==> config.mk <==
export PLATFORM = sky130hd
export DESIGN_NAME = prio_irq_ctrl
export DESIGN_NICKNAME = d
export VERILOG_FILES = /design/src/rtl/prio_irq_pkg.sv /design/src/rtl/prio_cfg_regs.sv /design/src/rtl/prio_arb.sv /design/src/rtl/prio_lifo.sv /design/src/rtl/prio_irq_ctrl.sv
export SDC_FILE = /design/constraint.sdc
export NUM_CORES = 1
export LEC_CHECK = 0
export BUFFER_PORTS_ARGS = -buffer_cell sky130_fd_sc_hd__buf_4
export CAP_MARGIN = 0
export CORE_ASPECT_RATIO = 0.6
export CORE_MARGIN = 2
export CORE_UTILIZATION = 30
export CTS_BUF_LIST = sky130_fd_sc_hd__clkbuf_2 sky130_fd_sc_hd__clkbuf_4 sky130_fd_sc_hd__clkbuf_8
export DETAILED_ROUTE_END_ITERATION = 7
export GPL_TIMING_DRIVEN = 0
export SLEW_MARGIN = 25
export SYNTH_ARGS = -nofsm -noshare
export SYNTH_HDL_FRONTEND = slang
export SYNTH_SLANG_ARGS = --single-unit
==> constraint.sdc <==
create_clock -name clk_i -period 10.7 [get_ports clk_i]
set_clock_uncertainty 0.15 [all_clocks]
set_input_delay 0.535 -clock clk_i [delete_from_list [all_inputs] [get_ports clk_i]]
set_output_delay 0.535 -clock clk_i [all_outputs]
set_load 0.01 [all_outputs]
==> src/rtl/prio_irq_pkg.sv <==
package prio_irq_pkg;

  typedef enum logic [1:0] {
    STK_HOLD = 2'd0,
    STK_PUSH = 2'd1,
    STK_POP  = 2'd2
  } stk_op_e;

  localparam int unsigned STAT_UNF_BIT = 0;
  localparam int unsigned STAT_OVF_BIT = 1;

  function automatic int unsigned idx_w(input int unsigned n);
    return (n > 1) ? $clog2(n) : 1;
  endfunction

endpackage

==> src/rtl/prio_cfg_regs.sv <==
module prio_cfg_regs #(
  parameter int unsigned N_SRC  = 8,
  parameter int unsigned PRIO_W = 3
) (
  input  logic                         clk_i,
  input  logic                         rst_ni,
  input  logic [N_SRC-1:0]             wr_en_i,
  input  logic [PRIO_W:0]              wdata_i,
  output logic [N_SRC-1:0]             en_o,
  output logic [N_SRC-1:0][PRIO_W-1:0] lvl_o
);

  for (genvar g = 0; g < N_SRC; g++) begin : g_src
    always_ff @(posedge clk_i or negedge rst_ni) begin
      if (!rst_ni) begin
        en_o[g]  <= 1'b0;
        lvl_o[g] <= '0;
      end else if (wr_en_i[g]) begin
        en_o[g]  <= wdata_i[PRIO_W];
        lvl_o[g] <= wdata_i[PRIO_W-1:0];
      end
    end
  end

endmodule

==> src/rtl/prio_arb.sv <==
module prio_arb
  import prio_irq_pkg::*;
#(
  parameter int unsigned N_SRC  = 8,
  parameter int unsigned PRIO_W = 3,
  localparam int unsigned SRC_W = idx_w(N_SRC)
) (
  input  logic [N_SRC-1:0]             req_i,
  input  logic [N_SRC-1:0]             en_i,
  input  logic [N_SRC-1:0][PRIO_W-1:0] lvl_i,
  output logic                         win_vld_o,
  output logic [SRC_W-1:0]             win_id_o,
  output logic [PRIO_W-1:0]            win_lvl_o
);

  // strict '>' while scanning upward keeps the lowest index on ties; level 0 never wins
  always_comb begin
    win_lvl_o = '0;
    win_id_o  = '0;
    for (int i = 0; i < N_SRC; i++) begin
      if (req_i[i] && en_i[i] && (lvl_i[i] > win_lvl_o)) begin
        win_lvl_o = lvl_i[i];
        win_id_o  = SRC_W'(i);
      end
    end
    win_vld_o = (win_lvl_o != '0);
  end

endmodule

==> src/rtl/prio_lifo.sv <==
module prio_lifo
  import prio_irq_pkg::*;
#(
  parameter int unsigned DEPTH = 8,
  parameter int unsigned DW    = 3
) (
  input  logic          clk_i,
  input  logic          rst_ni,
  input  stk_op_e       op_i,
  input  logic [DW-1:0] push_data_i,
  output logic [DW-1:0] top_o,
  output logic          empty_o,
  output logic          ovf_o
);

  localparam int unsigned CW = $clog2(DEPTH + 1);
  localparam int unsigned IW = idx_w(DEPTH);

  logic [DEPTH-1:0][DW-1:0] mem_q;
  logic [CW-1:0]            cnt_q;
  logic                     full;
  logic [IW-1:0]            top_idx;
  logic [IW-1:0]            wr_idx;

  assign full    = (cnt_q == CW'(DEPTH));
  assign empty_o = (cnt_q == '0);
  assign top_idx = IW'(cnt_q - CW'(1));
  assign wr_idx  = IW'(cnt_q);
  assign top_o   = empty_o ? '0 : mem_q[top_idx];
  assign ovf_o   = (op_i == STK_PUSH) && full;

  always_ff @(posedge clk_i or negedge rst_ni) begin
    if (!rst_ni) begin
      mem_q <= '0;
      cnt_q <= '0;
    end else begin
      unique case (op_i)
        STK_PUSH: if (!full) begin
          mem_q[wr_idx] <= push_data_i;
          cnt_q         <= cnt_q + CW'(1);
        end
        STK_POP: if (!empty_o) cnt_q <= cnt_q - CW'(1);
        default: ;
      endcase
    end
  end

endmodule

==> src/rtl/prio_irq_ctrl.sv <==
module prio_irq_ctrl
  import prio_irq_pkg::*;
#(
  parameter int unsigned N_SRC  = 8,
  parameter int unsigned PRIO_W = 3,
  parameter int unsigned REG_W  = 8,
  localparam int unsigned AW    = $clog2(N_SRC + 2),
  localparam int unsigned SRC_W = idx_w(N_SRC)
) (
  input  logic             clk_i,
  input  logic             rst_ni,
  input  logic [N_SRC-1:0] irq_req_i,
  input  logic             reg_we_i,
  input  logic [AW-1:0]    reg_addr_i,
  input  logic [REG_W-1:0] reg_wdata_i,
  output logic [REG_W-1:0] reg_rdata_o,
  input  logic             ack_i,
  input  logic             eoi_i,
  output logic             irq_o,
  output logic [SRC_W-1:0] irq_src_o
);

  localparam int unsigned NUM_LVL  = 1 << PRIO_W;
  localparam logic [AW-1:0] ADDR_CUR  = AW'(N_SRC);
  localparam logic [AW-1:0] ADDR_STAT = AW'(N_SRC + 1);

  logic [N_SRC-1:0]             cfg_we;
  logic [N_SRC-1:0]             cfg_en;
  logic [N_SRC-1:0][PRIO_W-1:0] cfg_lvl;
  logic                         win_vld;
  logic [SRC_W-1:0]             win_id;
  logic [PRIO_W-1:0]            win_lvl;

  logic [PRIO_W-1:0] cur_q, cur_d;
  logic [PRIO_W-1:0] lvl_q;
  logic [SRC_W-1:0]  src_q;
  logic              irq_q;
  logic              ovf_q, unf_q;

  logic              ack_ok, pop_ok, unf_evt, ovf_evt;
  logic              cur_we, stat_we;
  stk_op_e           stk_op;
  logic [PRIO_W-1:0] stk_top;
  logic              stk_empty;

  logic unused_wdata;
  assign unused_wdata = ^reg_wdata_i[REG_W-1:PRIO_W+1];

  for (genvar g = 0; g < N_SRC; g++) begin : g_dec
    assign cfg_we[g] = reg_we_i && (reg_addr_i == AW'(g));
  end
  assign cur_we  = reg_we_i && (reg_addr_i == ADDR_CUR);
  assign stat_we = reg_we_i && (reg_addr_i == ADDR_STAT);

  prio_cfg_regs #(.N_SRC(N_SRC), .PRIO_W(PRIO_W)) u_cfg (
    .clk_i   (clk_i),
    .rst_ni  (rst_ni),
    .wr_en_i (cfg_we),
    .wdata_i (reg_wdata_i[PRIO_W:0]),
    .en_o    (cfg_en),
    .lvl_o   (cfg_lvl)
  );

  prio_arb #(.N_SRC(N_SRC), .PRIO_W(PRIO_W)) u_arb (
    .req_i     (irq_req_i),
    .en_i      (cfg_en),
    .lvl_i     (cfg_lvl),
    .win_vld_o (win_vld),
    .win_id_o  (win_id),
    .win_lvl_o (win_lvl)
  );

  assign ack_ok  = ack_i && irq_q;
  assign pop_ok  = eoi_i && !stk_empty;
  assign unf_evt = eoi_i && stk_empty;

  // ack and pop together: the ending routine's saved level stays as the new one's
  always_comb begin
    if (ack_ok && !pop_ok)      stk_op = STK_PUSH;
    else if (pop_ok && !ack_ok) stk_op = STK_POP;
    else                        stk_op = STK_HOLD;
  end

  prio_lifo #(.DEPTH(NUM_LVL), .DW(PRIO_W)) u_lifo (
    .clk_i       (clk_i),
    .rst_ni      (rst_ni),
    .op_i        (stk_op),
    .push_data_i (cur_q),
    .top_o       (stk_top),
    .empty_o     (stk_empty),
    .ovf_o       (ovf_evt)
  );

  always_comb begin
    cur_d = cur_q;
    if (ack_ok)                cur_d = lvl_q;
    else if (pop_ok)           cur_d = stk_top;
    else if (cur_we && !eoi_i) cur_d = reg_wdata_i[PRIO_W-1:0];
  end

  always_ff @(posedge clk_i or negedge rst_ni) begin
    if (!rst_ni) begin
      cur_q <= '0;
      irq_q <= 1'b0;
      lvl_q <= '0;
      src_q <= '0;
      ovf_q <= 1'b0;
      unf_q <= 1'b0;
    end else begin
      cur_q <= cur_d;
      irq_q <= !ack_ok && win_vld && (win_lvl > cur_q);
      lvl_q <= win_lvl;
      src_q <= win_id;
      ovf_q <= (ovf_q && !(stat_we && reg_wdata_i[STAT_OVF_BIT])) || ovf_evt;
      unf_q <= (unf_q && !(stat_we && reg_wdata_i[STAT_UNF_BIT])) || unf_evt;
    end
  end

  always_comb begin
    reg_rdata_o = '0;
    for (int i = 0; i < N_SRC; i++) begin
      if (reg_addr_i == AW'(i)) reg_rdata_o = REG_W'({cfg_en[i], cfg_lvl[i]});
    end
    if (reg_addr_i == ADDR_CUR) reg_rdata_o = REG_W'(cur_q);
    if (reg_addr_i == ADDR_STAT) begin
      reg_rdata_o[STAT_UNF_BIT] = unf_q;
      reg_rdata_o[STAT_OVF_BIT] = ovf_q;
    end
  end

  assign irq_o     = irq_q;
  assign irq_src_o = src_q;

endmodule

== Word-level counts from Yosys, hierarchy flattened ==
Cells that the tools add are included.
Storage, ports and cells
  output and inout bits: 12
  input port bits: 25
  word-level logic and storage cells: 154
  bits in registers: 72
Operators by class
  reductions and logical operators: 55
  mux-type cells: 39
  $lt $le $gt $ge: 12
  add/subtract/negate cells: 2
  eq/ne operators: 14
  bitwise operators: 1
Operators by type and width (count)
  $mux 8: 8
  $mux 3: 18
  $logic_and 1x1->1: 40
  $bwmux 24: 1
  $gt 3x3->1: 8
  $eq 4x3->1 const B: 4
  $eq 4x4->1 const B: 3
  $mux 4: 3
  $mux 2: 5
  $bmux 3 s3: 1
  $demux 3 s3: 1
  $eq 4x2->1 const B: 2
  $logic_not 4->1: 2
  $lt 3x4->1 const B: 2
  $pmux 4 s2: 1
  $logic_not 1->1: 6
  $reduce_bool 3->1: 2
  $add 4x1->4 const B: 1
  $eq 4x1->1 const B: 1
  $ne 2x2->1 const B: 2
  $sub 4x1->4 const B: 1
  $ge 3x1->1 const B: 1
  $gt 3x1->1 const B: 1
  $reduce_and 3->1: 1
  other kinds (7): 8

== Logic depth before layout (Yosys ltp) ==
Gate-level depths: netlist of run 1.
  word-level depth: 27
  depth in mapped cells: 55
  mapped depth without buffers: 55

== Modules after synthesis ==
A second synthesis of run 1 with hierarchy kept.
Second synthesis, totals
  cell total of the unflattened synthesis: 455
  area, all modules: 4752.1 sq um
Modules (own cells, without submodules)
  prio_lifo: cells each 112, area each 1477.7 sq um, times used 1, seq. area each 700.7 sq um
  prio_cfg_regs: cells each 64, area each 1161.1 sq um, times used 1, seq. area each 800.8 sq um
  prio_arb: cells each 160, area each 1078.5 sq um, times used 1, seq. area each 0.0 sq um
  prio_irq_ctrl: cells each 119, area each 1034.7 sq um, times used 1, seq. area each 300.3 sq um

== Worst setup path before layout of run 1 ==
Ideal clock, no wire load.
  path type: input -> register
  start point: in irq_req_i[0]
  end point: reg irq_q (netlist: irq_o)
  stages on the path: 51
  arrival time: 10.112 ns
  slack: 0.372 ns
  path buffers: 1
  cell sequence: nand3_1 > ha_1 > nor2b_4 > o311a_1 > buf_2 > nand2_1 > o21ai_0 > ha_1 > nor2_1 > o311a_1 > o31a_1 > mux2_4 > ha_1 > nor3_1 > maj3_1 > o311ai_2 > mux2i_1 > inv_1 > [15 not listed] > o311ai_0 > a2111oi_0 > o31ai_1 > nand2_1 > a211oi_2 > a21oi_1 > ha_1 > nand2_1 > nor2_1 > a211oi_1 > mux2i_4 > o22a_1 > ha_1 > a21o_1 > a21oi_1 > a311oi_1 > o221a_2 > o31a_1
Between the ends
  word-level cells in the longest chain between the ends: 27
  elaborated cells on any way between the ends: 28
RTL lines
  start: declaration: RTL line prio_irq_ctrl.sv:12  | input logic [N_SRC-1:0] irq_req_i,
  $logic_and 1x1->1 (*) (2 in series): RTL line prio_arb.sv:21  | if (req_i[i] && en_i[i] && (lvl_i[i] > win_lvl_o)) begin
  $mux 3 (*): RTL line prio_arb.sv:21
  $gt 3x3->1: RTL line prio_arb.sv:21
  $logic_and 1x1->1: RTL line prio_arb.sv:21
  $mux 3 (*): RTL line prio_arb.sv:21
  $gt 3x3->1: RTL line prio_arb.sv:21
  $logic_and 1x1->1: RTL line prio_arb.sv:21
  $mux 3 (*): RTL line prio_arb.sv:21
  [10 not listed]
  $logic_and 1x1->1: RTL line prio_arb.sv:21
  $mux 3 (*): RTL line prio_arb.sv:21
  $gt 3x3->1: RTL line prio_arb.sv:21
  $logic_and 1x1->1: RTL line prio_arb.sv:21
  $mux 3 (*): RTL line prio_arb.sv:21
  via u_arb.win_lvl_o[1]: RTL line prio_arb.sv:13  | output logic [PRIO_W-1:0] win_lvl_o
  branches (longest 2 deep; another with $gt 3x3->1)
  $logic_and 1x1->1 (*): RTL line prio_irq_ctrl.sv:111  | irq_q <= !ack_ok && win_vld && (win_lvl > cur_q);
  end signal: assignment: RTL line prio_irq_ctrl.sv:111
  end: declaration: RTL line prio_irq_ctrl.sv:37  | logic irq_q;
Mark *: on every way through the listed nets, which the timed path passes.
A chain may end at the register's enable or synchronous reset.

== Worst setup path in the final report of run 1 ==
  start point: reg u_cfg.lvl_o[0] (netlist name)
  end point: reg irq_q (netlist: irq_o)
Between the ends
  word-level cells in the longest chain between the ends: 27
  elaborated cells on any way between the ends: 28
RTL lines
  start: declaration: RTL line prio_cfg_regs.sv:10  | output logic [N_SRC-1:0][PRIO_W-1:0] lvl_o
  start signal: indexed assignment: RTL line prio_cfg_regs.sv:20  | lvl_o[g] <= wdata_i[PRIO_W-1:0];
  $gt 3x1->1: RTL line prio_arb.sv:21
  $logic_and 1x1->1: RTL line prio_arb.sv:21
  $mux 3 (*): RTL line prio_arb.sv:21
  $gt 3x3->1: RTL line prio_arb.sv:21
  $logic_and 1x1->1: RTL line prio_arb.sv:21
  $mux 3 (*): RTL line prio_arb.sv:21
  $gt 3x3->1: RTL line prio_arb.sv:21
  $logic_and 1x1->1: RTL line prio_arb.sv:21
  [11 not listed]
  $logic_and 1x1->1: RTL line prio_arb.sv:21
  $mux 3 (*): RTL line prio_arb.sv:21
  $gt 3x3->1: RTL line prio_arb.sv:21
  $logic_and 1x1->1: RTL line prio_arb.sv:21
  $mux 3 (*): RTL line prio_arb.sv:21
  via u_arb.win_lvl_o[1]: RTL line prio_arb.sv:13
  branches (longest 2 deep; another with $gt 3x3->1)
  $logic_and 1x1->1 (*): RTL line prio_irq_ctrl.sv:111
Marked as above.

==> results of run 1 <==
-- critical path: cells and delay by family (launching register included) --
family | cells | cell delay (ns)
multiplexers | 3 | 0.76
flip-flops | 1 | 0.42
AND/OR/NAND/NOR | 14 | 1.40
buffers and inverters | 2 | 0.24
AO/OA/AOI/OAI | 24 | 4.63
adder cells (fa/ha/maj) | 9 | 2.59
-- metal layers --
metal	vias up	routed length [um]	GRT usage
met5	-	0	0
met4	0	103	0.02387
met3	10	1222	0.04936
met2	172	5252	0.2062
met1	2014	6875	0.2678
li1	1942	-	-
-- flip-flops by register name (all words and copies together), names as in the netlist --
register / count
u_cfg.en_o: 8
cur_q: 3
u_lifo.mem_q: 24
u_cfg.lvl_o: 24
irq_o: 1
irq_src_o: 3
unf_q: 1
lvl_q: 3
ovf_q: 1
u_lifo.cnt_q: 4
-- timing repair --
action,4_1_cts,5_1_grt
gates resized for setup,21,34
pin swaps,7,29
setup buffers,12,12
setup endpoints to repair,6,1
hold endpoints to repair,0,24
hold buffers,0,1
-- worst paths after layout --
kind                                   from               end  slack, ns  depth (start not counted)
min                                   eoi_i             unf_q       0.30                          2
max in group asynchronous            rst_ni    u_cfg.lvl_o[4]       9.35                          3
max reg2reg                  u_cfg.lvl_o[0]             irq_o       0.42                         52
min in group asynchronous            rst_ni      irq_src_o[0]       0.48                          2
min reg2reg                u_lifo.mem_q[20]  u_lifo.mem_q[20]       0.34                          2
max                          u_cfg.lvl_o[0]             irq_o       0.42                         52
-- cell type report --
type,count,area (sq um)
buffer,21,101.3
clock buffer,10,137.6
clock inverter,6,67.56
fill,1535,9510
inverter,21,81.33
multi-input combinational,376,2973
sequential,72,1804
tap,203,254.0
timing repair buffer,50,397.9
-- where the power goes --
group	total [mW]	leakage [nW]	internal (mW)	switching, mW
registers	0.451	0.912	0.363	0.0876
logic	0.719	1.43	0.338	0.382
clock network	0.225	0.0989	0.115	0.111
total	1.40	2.44	0.815	0.580
-- logic make-up after synthesis --
family / Yosys count
other: 1
adders and majority gates: 16
muxes: 64
xor gates and xnor gates: 4
buffers and inverters: 42
AOI/OAI and AO/OA: 124
and+or+nand+nor: 164
DFF: 72
-- placed cells by master (no fill, tap or decap), types with 4 or more instances in the layout --
master / n
a21oi_2: 4
nor2_1: 34
mux2i_1: 14
nand2b_1: 5
and2_1: 6
o21ai_0: 27
clkbuf_1: 12
mux2_2: 41
buf_4: 52
clkbuf_8: 10
nand3_1: 17
nand2_1: 57
buf_1: 4
conb_1: 4
a21oi_1: 13
o21ai_1: 7
o31a_1: 5
nor3_1: 5
dfrtp_1: 70
and3_1: 6
a31oi_1: 7
ha_1: 8
o22ai_1: 6
inv_1: 18
ha_4: 7
nor4_1: 4
nor2b_1: 4
mux4_2: 7
-- synthesized netlist by cell type (all sizes together), types with 6 or more instances --
master	n	area [sq um]
clkbuf	12	45.04
nand3	18	90.09
mux2i	15	162.7
and3	7	43.79
mux4	7	157.7
buf	9	50.04
o21ai	35	175.2
mux2	42	476.7
o311ai	6	77.59
nor2	39	148.9
inv	21	78.83
dfrtp	72	1802
ha	15	187.7
nand2	60	225.2
nor4	6	50.04
and2	7	43.79
a21oi	17	92.59
o22ai	6	37.54
a31oi	10	75.07
-- per-stage QoR --
| step | hold WS, ns | TNS [ns] | total power, mW |
|---|---|---|---|
| 2_1_floorplan | 0.08941 | 0 | 0.8548 |
| 3_3_place_gp | 0.3063 | -1.146 | 1.006 |
| 3_5_place_dp | 0.3303 | -2.698 | 1.024 |
| 4_1_cts | 0.1896 | 0 | 1.313 |
| 5_1_grt | 0.2990 | -0.03617 | 1.487 |
| 6_report | 0.3044 | 0 | 1.395 |
==> qor.yml, run 1 <==
clock_network:
  insertion_delay_ns: 0.36
  cts_buffers: 9
  cts_sinks: 72
  cts_tree: "built"
  clockBufferDepth: 2
  clk_pin_slew_ns: 0.08
  cts_root_buf: "clkbuf_8"
  htreeDepth: 3
drt:
  post-route-drc-count: 0
  wire_per_inst_um: 17.73
  drt-initial-drc-count: 331
  dr_total_vias: 4138
  antenna_left: 0
  vias_per_cell: 5.452
  drt-total-wl_um: 13460
  firstDrtPassIters: 4
critical_path:
  cp_max_fo: 6
  cp_slowest_cell: "dfrtp_1"
  crit_top_cell: "ha_4"
  crit_path_end_kind: "flop"
  worstSetupPathType: "reg -> reg"
  critPathMaxStageDelay_ns: 0.42
  required_ns: 10.84
  cp-start-kind: "flop"
  cp.arrival_ns: 10.43
place:
  placed_cells: 717
  place.gp.congestion: 0.9284
  placed_area_sq_um: 5142
  dp_hpwl_um: 9918
  pre_cts_ws_ns: -1.365
  io_buffers: 24
timing:
  final_max_slew_viol_count: 0
  tightest_slew_ns: 0.7803
  clock.fmax_mhz: 97.25
  fin_ws_ns: 0.4172
  post-route-period-util: 0.9610
  relSlewSlack: 0.4750
  hold_viol: 0
  setup_viol: 0
  fin_crit_ns: 10.28
worst_hold_path:
  hold_class: "in -> reg"
synthesis:
  syn_area_per_cell_sq_um: 9.645
  synth_xor_area_frac: 0.007459
  synth-main-ff-cell: "dfrtp_1"
  ys_ff_latch: 72
  muxShareOfSynthArea: 0.1697
  syn_area_sq_um: 4697
  ys_types: 67
  synth_compound_area_frac: 0.1923
  yosys_warnings: 0
  synth_edf_count: 0
  synthAdderAreaFrac: 0.04209
  synth-async-reset-ratio: 1.000
  synth_simple_gate_area_frac: 0.1670
  synth_top_family_by_area: "compound AO/OA/AOI/OAI gates"
  synthCells: 487
  synth_seq_area_share: 0.3836
global_route:
  grt_pass1_wl_um: 20850
  grt_use_total: 0.1635
  antenna_found_initial: 0
  gr-total-overflow: 0
  first_global_vias: 3827
  grt_max_degree: 73
layout:
  nets: 591
  fin_cells: 759
  drive_gt1_frac: 0.3094
  diodes: 0
  final_util: 0.3795
  area_growth_pct: 23.84
  final_cell_area_sq_um: 5817
power:
  powerDensity_nw_per_um2: 239.8
  power.leakage_nw: 2.442
  vdd_ir_drop_max_v: 0.00008516
job:
  maxCapViolCount: 0
die:
  dieHeight_um: 100.9
  dieArea_sq_um: 16710
  fp-row-count: 35
  io_pins: 37
  die_w_um: 165.5
  start_util: 0.3064
  core-area_sq_um: 15330
run_status:
  outcome: "finished clean"
Power figures use the tool's default switching activity.
==> run 2: changes to the inputs <==
--- a/config.mk
+++ b/config.mk
@@ -9,11 +9,13 @@
 export CAP_MARGIN = 0
 export CORE_ASPECT_RATIO = 0.6
 export CORE_MARGIN = 2
-export CORE_UTILIZATION = 30
+export CORE_UTILIZATION = 57
 export CTS_BUF_LIST = sky130_fd_sc_hd__clkbuf_2 sky130_fd_sc_hd__clkbuf_4 sky130_fd_sc_hd__clkbuf_8
 export DETAILED_ROUTE_END_ITERATION = 7
 export GPL_TIMING_DRIVEN = 0
+export PLACE_DENSITY = 0.79
 export SLEW_MARGIN = 25
 export SYNTH_ARGS = -nofsm -noshare
 export SYNTH_HDL_FRONTEND = slang
+export SYNTH_HIERARCHICAL = 1
 export SYNTH_SLANG_ARGS = --single-unit
==> qor.yml, run 2 <==
run_status:
  outcome: "finished clean"
layout:
  drive_gt1_frac: 0.2639
  final_util: 0.6824
  reg.largest.list: "u_cfg/lvl_o x24, u_lifo/mem_q x24, u_cfg/en_o x8"
  layout_commonest_cell: "dfrtp_1"
  seq_area_sq_um: 1802
  nets: 543
  multiInputGateArea_sq_um: 2840
  fillers: 593
  area_growth_pct: 14.53
  final_cell_area_sq_um: 5443
  diodes: 0
  mostFrequentLayoutCells: "dfrtp_1, buf_4, mux2_1"
power:
  clkPwrFrac: 0.199
  seq_power_share: 0.358
  switching_power_uw: 504.7
  switching_share: 0.3970
  pwr-share-comb: 0.442
  powerDensity_nw_per_um2: 233.5
  vdd_ir_drop_max_v: 0.0001033
  power.leakage_nw: 2.478
  p_int_uw: 766.4
drt:
  vias_per_cell: 6.570
  drt-total-wl_um: 12440
  firstDrtPassIters: 5
  antenna_left: 0
  wire_per_inst_um: 20.33
  post-route-drc-count: 0
  dr_total_vias: 4021
  drt-initial-drc-count: 405
critical_path:
  required_ns: 10.82
  crit_top_cell: "ha_1"
  critPathMaxStageDelay_ns: 0.43
  cp_slowest_cell: "o311a_2"
  worstSetupPathType: "reg -> reg"
  crit_path_end_kind: "flop"
  cp_max_fo: 7
  cp-start-kind: "flop"
  cp.arrival_ns: 10.33
place:
  placed_area_sq_um: 5094
  dp_hpwl_um: 9158
  place.gp.congestion: 0.9799
  io_buffers: 26
timing:
  setup_tns_ns: 0
  setup_viol: 0
  tightest_slew_ns: 0.8947
  final_max_slew_viol_count: 0
  relSlewSlack: 0.4035
  whs_ns: 0.1466
  clock.fmax_mhz: 97.99
  post-route-period-util: 0.9538
  hold_viol: 0
  fin_crit_ns: 10.21
die:
  fp-row-count: 25
  core-area_sq_um: 7976
  die_w_um: 121.9
  dieArea_sq_um: 9107
  dieHeight_um: 74.73
  start_util: 0.5958
  io_pins: 37
synthesis:
  synth_top_cells_by_area: "dfrtp_1, mux2_1, mux2_2"
  yosys-top-cells-count: "dfrtp_1, mux2_1, nand2_1"
  synth-main-ff-cell: "dfrtp_1"
  synth_edf_count: 0
  yosysTopAreaCellShare: 0.3791
  ys_types: 77
  ys_ff_latch: 72
  synth_seq_area_share: 0.3791
  yosys_warnings: 6
  syn_area_sq_um: 4752
  synthCells: 455
  yosys.cell_count.top_type: "dfrtp_1"
  synth-async-reset-ratio: 1.000
  syn_area_per_cell_sq_um: 10.44
  yosys.area.top_type: "dfrtp_1"
global_route:
  first_global_vias: 3687
  grt_max_degree: 73
  antenna_found_initial: 0
  grt_pass1_wl_um: 19440
  gr-total-overflow: 0
  grt_use_total: 0.2854
job:
  maxCapViolCount: 0
clock_network:
  cts_hold_buf: 0
  cts_tree: "built"
  cts_buffers: 9
  clockBufferDepth: 2
  cts_sinks: 72
  clk_pin_slew_ns: 0.08
  htreeDepth: 3
  cts_root_buf: "clkbuf_8"
  insertion_delay_ns: 0.36
worst_hold_path:
  hold_class: "in -> async"
[run 2: cell types whose count changed after synthesis, sizes merged, moves of 6 or more]
cell / previous run / this run
mux2: 42 / 59
o21ai: 35 / 22
nor2: 39 / 27
nand4: 0 / 6
nand2: 60 / 28
clkbuf: 12 / 4
nor3: 5 / 15
mux2i: 15 / 7
[run 2: worst paths after layout]
check | slack, ns | start | depth (start not counted) | end
worst min register to register | 0.35 | u_lifo/mem_q[20] | 1 | u_lifo/mem_q[20]
min in group clk_i | 0.30 | eoi_i | 2 | unf_q
worst min-delay path | 0.15 | rst_ni | 1 | irq_src_o[2]
worst max register to register | 0.49 | u_cfg/en_o[0] | 47 | irq_o
max in group asynchronous | 9.67 | rst_ni | 1 | u_lifo/mem_q[1]
worst max-delay path | 0.49 | u_cfg/en_o[0] | 47 | irq_o
[run 2: through the flow]
stage | power, mW | worst slack [ns] | cells
finish | 1.271 | 0.4946 | 612
global route | 1.348 | -0.1569 | 612
CTS | 1.227 | 0.06305 | 608
detailed placement | 0.9692 | -0.3179 | 592
global placement | 0.9358 | 0.1415 | 592
floorplan | 0.8085 | 1.421 | 458
[run 2: worst max-delay path, delay by kind of cell (launching register included)]
family	cells	cell delay, ns
simple gates	16	2.37
buf+inv	2	0.21
fa+ha+maj	8	2.43
compound gates	18	3.78
mux	3	0.79
flops	1	0.42
[run 2: power groups by stage]
stage,clock network (mW),registers (mW),logic (mW)
after floorplan,0,0.421,0.388
after global routing,0.267,0.466,0.614
after detailed placement,0,0.455,0.515
final,0.253,0.456,0.562
after global placement,0,0.448,0.488
after CTS,0.258,0.450,0.519
[run 2: cell type report]
type,instances,area share
Inverter,26,0.01793
Sequential cell,72,0.3310
Clock inverter,4,0.01379
Timing Repair Buffer,30,0.04138
Tap cell,108,0.02483
Clock buffer,12,0.03034
Buffer,15,0.01885
Multi-Input combinational cell,345,0.5218
[run 2: metal layers]
layer / part of all wire / track usage / vias to the layer above
li1: - / - / 1793
met1: 0.47 / 0.4292 / 1988
met2: 0.42 / 0.4134 / 221
met3: 0.095 / 0.07121 / 19
met4: 0.012 / 0.07791 / 0
met5: 0 / 0 / -
[run 2: cells by family (layout without fill, tap and decap cells)]
logic type               count (synthesis)  count (layout)  synth area share
AO/OA/AOI/OAI                           98              98            0.1514
XOR/XNOR                                 2               2          0.003687
adder cells (fa/ha/maj)                 19              19           0.05003
buffers and inverters                   41              87           0.04212
flip-flops                              72              72            0.3791
multiplexers                            76              76            0.2027
other                                    1               4         0.0007891
AND/OR/NAND/NOR                        146             146            0.1701
[run 2: timing repair]
item	CTS	global route
setup buffers	0	4
endpoints found under the setup margin	1	7
pin swaps	0	3
hold endpoints to repair	0	0
gates resized for setup	1	17
cloned	0	0
